`config.mk`:
```
export PLATFORM = sky130hd
export DESIGN_NAME = diag_select_top
export DESIGN_NICKNAME = d
export VERILOG_FILES = /design/src/rtl/diag_pkg.sv /design/src/rtl/clk_steer.sv /design/src/rtl/fb_counter.sv /design/src/rtl/post_div.sv /design/src/rtl/tick_prescaler.sv /design/src/rtl/diag_select_top.sv
export SDC_FILE = /design/constraint.sdc
export NUM_CORES = 1
export LEC_CHECK = 0
export BUFFER_PORTS_ARGS = -buffer_cell sky130_fd_sc_hd__buf_2
export CORE_ASPECT_RATIO = 0.7
export CORE_MARGIN = 2
export CORE_UTILIZATION = 25
export CTS_CLUSTER_SIZE = 14
export DETAILED_ROUTE_END_ITERATION = 7
export PLACE_DENSITY = 0.5
export REMOVE_ABC_BUFFERS = 1
export SLEW_MARGIN = 20
export SYNTH_ARGS = -nofsm -noshare
export SYNTH_HDL_FRONTEND = slang
export SYNTH_HIERARCHICAL = 1
export SYNTH_SLANG_ARGS = --single-unit
```
`constraint.sdc`:
```
create_clock -name clk -period 2.3 [get_ports clk]
set_input_delay 0.23 -clock clk [delete_from_list [all_inputs] [get_ports clk]]
set_output_delay 0.23 -clock clk [all_outputs]
set_load 0.02 [all_outputs]
```
`src/rtl/diag_pkg.sv`:
```
package diag_pkg;
  typedef enum logic [2:0] {
    SEL_SHIFT   = 3'b000,
    SEL_ONE     = 3'b001,
    SEL_REF16   = 3'b010,
    SEL_FBPULSE = 3'b011,
    SEL_MAIN    = 3'b100,
    SEL_ZERO    = 3'b101,
    SEL_BYPASS  = 3'b110,
    SEL_MAIN4   = 3'b111
  } diag_sel_e;
endpackage

```
`src/rtl/clk_steer.sv`:
```
module clk_steer (
  input  logic clk,
  input  logic rst,
  input  logic bypass_req,
  input  logic vco_tick,
  input  logic sclk_tick,
  output logic en_vco,
  output logic en_byp,
  output logic div_tick
);
  logic req_q;

  always_ff @(posedge clk) begin
    if (rst) begin
      req_q  <= 1'b0;
      en_vco <= 1'b1;
      en_byp <= 1'b0;
    end else begin
      req_q <= bypass_req;
      if (req_q) begin
        if (en_vco) en_vco <= 1'b0;
        else if (!en_byp) en_byp <= 1'b1;
      end else begin
        if (en_byp) en_byp <= 1'b0;
        else if (!en_vco) en_vco <= 1'b1;
      end
    end
  end

  assign div_tick = (en_vco & vco_tick) | (en_byp & sclk_tick);
endmodule

```
`src/rtl/fb_counter.sv`:
```
module fb_counter #(
  parameter int M_W = 9
) (
  input  logic           clk,
  input  logic           rst,
  input  logic           tick,
  input  logic [M_W-1:0] m_value,
  output logic           pulse
);
  logic [M_W-1:0] cnt;

  always_ff @(posedge clk) begin
    if (rst) begin
      cnt   <= '0;
      pulse <= 1'b0;
    end else if (m_value == '0) begin
      cnt   <= '0;
      pulse <= 1'b0;
    end else if (tick) begin
      if (cnt == '0) begin
        cnt   <= m_value - 1'b1;
        pulse <= 1'b1;
      end else begin
        cnt   <= cnt - 1'b1;
        pulse <= 1'b0;
      end
    end else begin
      pulse <= 1'b0;
    end
  end
endmodule

```
`src/rtl/post_div.sv`:
```
module post_div #(
  parameter int NSEL_W = 2
) (
  input  logic              clk,
  input  logic              rst,
  input  logic              tick,
  input  logic [NSEL_W-1:0] n_sel,
  output logic              level
);
  localparam int CNT_W = (1 << NSEL_W) - 1;
  logic [CNT_W-1:0] cnt;
  logic [CNT_W:0]   limit;

  always_comb limit = ({{CNT_W{1'b0}}, 1'b1} << n_sel) - 1'b1;

  always_ff @(posedge clk) begin
    if (rst) begin
      cnt   <= '0;
      level <= 1'b0;
    end else if (tick) begin
      if ({1'b0, cnt} >= limit) begin
        cnt   <= '0;
        level <= ~level;
      end else begin
        cnt <= cnt + 1'b1;
      end
    end
  end
endmodule

```
`src/rtl/tick_prescaler.sv`:
```
module tick_prescaler #(
  parameter int DIV = 16
) (
  input  logic clk,
  input  logic rst,
  input  logic tick,
  output logic level
);
  localparam int HALF = DIV / 2;
  localparam int CW   = (HALF > 1) ? $clog2(HALF) : 1;
  localparam logic [CW-1:0] LAST = CW'(HALF - 1);
  logic [CW-1:0] cnt;

  always_ff @(posedge clk) begin
    if (rst) begin
      cnt   <= '0;
      level <= 1'b0;
    end else if (tick) begin
      if (cnt == LAST) begin
        cnt   <= '0;
        level <= ~level;
      end else begin
        cnt <= cnt + 1'b1;
      end
    end
  end
endmodule

```
`src/rtl/diag_select_top.sv`:
```
module diag_select_top #(
  parameter int M_W     = 9,
  parameter int NSEL_W  = 2,
  parameter int REF_DIV = 16,
  parameter int OUT_DIV = 4
) (
  input  logic              clk,
  input  logic              rst,
  input  logic [2:0]        test_code,
  input  logic [M_W-1:0]    m_value,
  input  logic [NSEL_W-1:0] n_sel,
  input  logic              vco_tick,
  input  logic              ref_tick,
  input  logic              sclk_tick,
  input  logic              shift_bit,
  output logic              diag_out,
  output logic              main_out
);
  import diag_pkg::*;

  logic      en_vco, en_byp, div_tick;
  logic      fb_pulse, ref_div, main_div, main_q, main_rise;
  logic      diag_d;
  diag_sel_e sel;

  assign sel = diag_sel_e'(test_code);

  clk_steer u_steer (
    .clk(clk), .rst(rst), .bypass_req(sel == SEL_BYPASS),
    .vco_tick(vco_tick), .sclk_tick(sclk_tick),
    .en_vco(en_vco), .en_byp(en_byp), .div_tick(div_tick)
  );

  fb_counter #(.M_W(M_W)) u_fb (
    .clk(clk), .rst(rst), .tick(div_tick), .m_value(m_value), .pulse(fb_pulse)
  );

  post_div #(.NSEL_W(NSEL_W)) u_post (
    .clk(clk), .rst(rst), .tick(div_tick), .n_sel(n_sel), .level(main_out)
  );

  tick_prescaler #(.DIV(REF_DIV)) u_ref_pre (
    .clk(clk), .rst(rst), .tick(ref_tick), .level(ref_div)
  );

  always_ff @(posedge clk) begin
    if (rst) main_q <= 1'b0;
    else     main_q <= main_out;
  end
  assign main_rise = main_out & ~main_q;

  tick_prescaler #(.DIV(OUT_DIV)) u_out_pre (
    .clk(clk), .rst(rst), .tick(main_rise), .level(main_div)
  );

  always_comb begin
    unique case (sel)
      SEL_SHIFT:   diag_d = shift_bit;
      SEL_ONE:     diag_d = 1'b1;
      SEL_REF16:   diag_d = ref_div;
      SEL_FBPULSE: diag_d = fb_pulse;
      SEL_MAIN:    diag_d = main_out;
      SEL_ZERO:    diag_d = 1'b0;
      SEL_BYPASS:  diag_d = fb_pulse;
      SEL_MAIN4:   diag_d = main_div;
      default:     diag_d = 1'b0;
    endcase
  end

  always_ff @(posedge clk) begin
    if (rst) diag_out <= 1'b0;
    else     diag_out <= diag_d;
  end
endmodule

```
==> out/metrics.cfg <==
[cells_and_area]
layout.nets=211
instances_no_fill=255
largest_register=u_fb/cnt
antenna_cells=0
drive_gt1_share_pct=28.4
largest_register_ff_count=9
fin_util_pct=31.8
area_growth_pct=20.6
largestRegisters=u_fb/cnt x9, u_post/cnt x3, u_ref_pre/cnt x3

[synthesis]
async_reset_ff_share_pct=0
ys_ff_latch=25
ys_types=48
synth_edf_count=0
synth_top_family_by_area=simple AND/OR/NAND/NOR gates
synth.top_cell.area_share_pct=35.7
synth_most_common_cell=dfxtp_1
synth_xor_area_share_pct=3.13
ys_top_cells_by_area=dfxtp_1 36%, ha_1 6.3%, nor2_1 3.8%
synth_area_leader_cell=dfxtp_1
synth_cells=153
synth_simple_gate_area_share_pct=29.2
synth_flop_cell=dfxtp_1
synth_commonest_cells=25 x dfxtp_1, 14 x nor2_1, 12 x nand2_1
ys_warn_count=6
syn_avg_cell_area_um2=9.15
syn_area_um2=1400
synth_fa_ha_area_share_pct=6.26
yosysSeqAreaShare_pct=35.7
synth_mux_area_share_pct=2.95
synth_compound_area_share_pct=20.6

[global_route]
grt_max_degree=18
gr-usage-all-layers_pct=10.1
antenna_found_initial=0
grt_pass1_wl_mm=4.97
grt_pass1_vias=1085
gr-total-overflow=0

[run]
cap_viol_max_count=0

[floorplanning]
die_x_um=93.4
initial_core_util_pct=26.4
die_y_um=66.6
dieArea_um2=6220
io_pins=22
core_area_um2=5310
fp-row-count=22

[placed_design]
port_buffers=21
dpl.cell_count=251
dp_slack_ps=128
gp_congestion=0.909
hpwl_mm=2.33

[critical_path]
arrival_ps=2330
critical_path_required_ps=2450
end_kind=flop
critPathLaunchType=flop
max_stage_delay_ps=400
crit_fanout=4
cp_slowest_cell=dfxtp_1
setup.worst_path.class=reg -> reg
crit_chain=or2_2 -> nor3b_2 -> a21oi_1 -> ha_2 -> nand2_1 -> or3_4 -> a2111oi_2 -> xor2_1 -> nor2_1

[timing]
fin_skew_ps=1.29
min_period_ps=2190
slew_headroom_pct=72.0
fmaxAchievable_mhz=457
tightest_slew_ps=417
finalSetupViolCount=0
fin_ws_ps=114
period_share_pct=95.0
finalMaxSlewViolations=0
hold_viol=0
hold_ws_ps=291

[power]
power_density_nw_per_um2=971
p_leak_nw=0.679
ir_drop_mv=0.310
p_total_w=0.00164

[clocking]
cts_max_level=1
insertion_delay_ps=260
cts.clk_slew.worst_paths_ps=80
post_cts_buffers=0
cts_tree=done
cts.sinks=25
cts_root_buf=clkbuf_8
clockBufferDepth=2
numCtsBuffers=3

[worst_hold_path]
holdCritPathClass=in -> reg

[detailed_routing]
wl_per_cell_um=12.2
totalWireLength_mm=3.11
drtPass1Iterations=4
routed_via_density=4.71
num_vias=1202
ant_nets=0
drc_errors=0
drt_iter0_drc=35

[run_status]
status=completed

report_power, final:
group	total, W	internal (W)	switching [W]
Clock	0.000256	0.000124	0.000132
Combinational	0.000806	0.000388	0.000418
Sequential	0.000578	0.000512	0.0000657
per-layer routing:
layer,up-vias,global-route usage [%],wire length (µm)
li1,624,-,-
met1,559,13.8,1550
met2,19,15.9,1430
met3,0,2.60,126
met4,0,2.21,0
met5,-,0,0
kinds of logic (layout without fill, tap and decap cells):
| family | count (synthesis) | in the layout |
|---|---|---|
| AOI/OAI and AO/OA | 38 | 38 |
| and+or+nand+nor | 67 | 67 |
| buffers and inverters | 7 | 37 |
| adders and majority gates | 7 | 7 |
| DFF | 25 | 25 |
| xor gates and xnor gates | 5 | 5 |
| muxes | 4 | 4 |
critical path, delay by kind of cell, from the launching register on:
| family | cells | cell delay (ps) |
|---|---|---|
| flip-flops | 1 | 400 |
| XOR/XNOR | 1 | 170 |
| AND/OR/NAND/NOR | 5 | 720 |
| AO/OA/AOI/OAI | 2 | 560 |
| adder cells (fa/ha/maj) | 1 | 230 |
area by class of cell:
cell class	count	area, µm²
Clock buffer	4	45.0
Fill cell	583	3620
Timing Repair Buffer	28	158
Tap cell	72	90.1
Sequential cell	25	502
Inverter	5	18.8
Multi-Input combinational cell	121	876
final timing paths:
| check | startpoint | to | slack, ps | cells after the start |
|---|---|---|---|---|
| min | ref_tick | u_ref_pre/level$_SDFFE_PP0P_ | 290 | 3 |
| max reg2reg | u_fb/cnt[0]$_SDFFE_PP0P_ | u_fb/cnt[8]$_SDFFE_PP0P_ | 110 | 9 |
| min reg2reg | u_steer/req_q$_SDFF_PP0_ | u_steer/en_vco$_SDFFE_PP1P_ | 430 | 1 |
| max | u_fb/cnt[0]$_SDFFE_PP0P_ | u_fb/cnt[8]$_SDFFE_PP0P_ | 110 | 9 |
stage by stage:
stage	setup TNS (ps)	instance area (µm²)
final	0	1690
after global routing	-19.0	1690
after CTS	0	1680
after detailed placement	0	1640
after global placement	0	1640
after floorplan	0	1390
cell usage in the layout (no fill, tap or decap), types with 3 or more instances in the layout:
master    count
dfxtp_1      24
xnor2_1       3
nand3b_1      6
or2_2         3
or4_1         3
inv_1         5
mux2i_1       3
a21o_1        4
clkbuf_8      3
nor2_1       14
nand2_1      12
a41oi_1       3
a21oi_2       3
buf_4         7
ha_1          6
buf_2        21
nand2b_1      3
nor2b_1       5
a21oi_1       9
or3_1         3
nand4_1       3
timing repair:
item	4_1_cts	5_1_grt
hold buffers	0	0
setup endpoints to repair	0	1
gates resized for setup	0	3
Power figures use the tool's default switching activity.
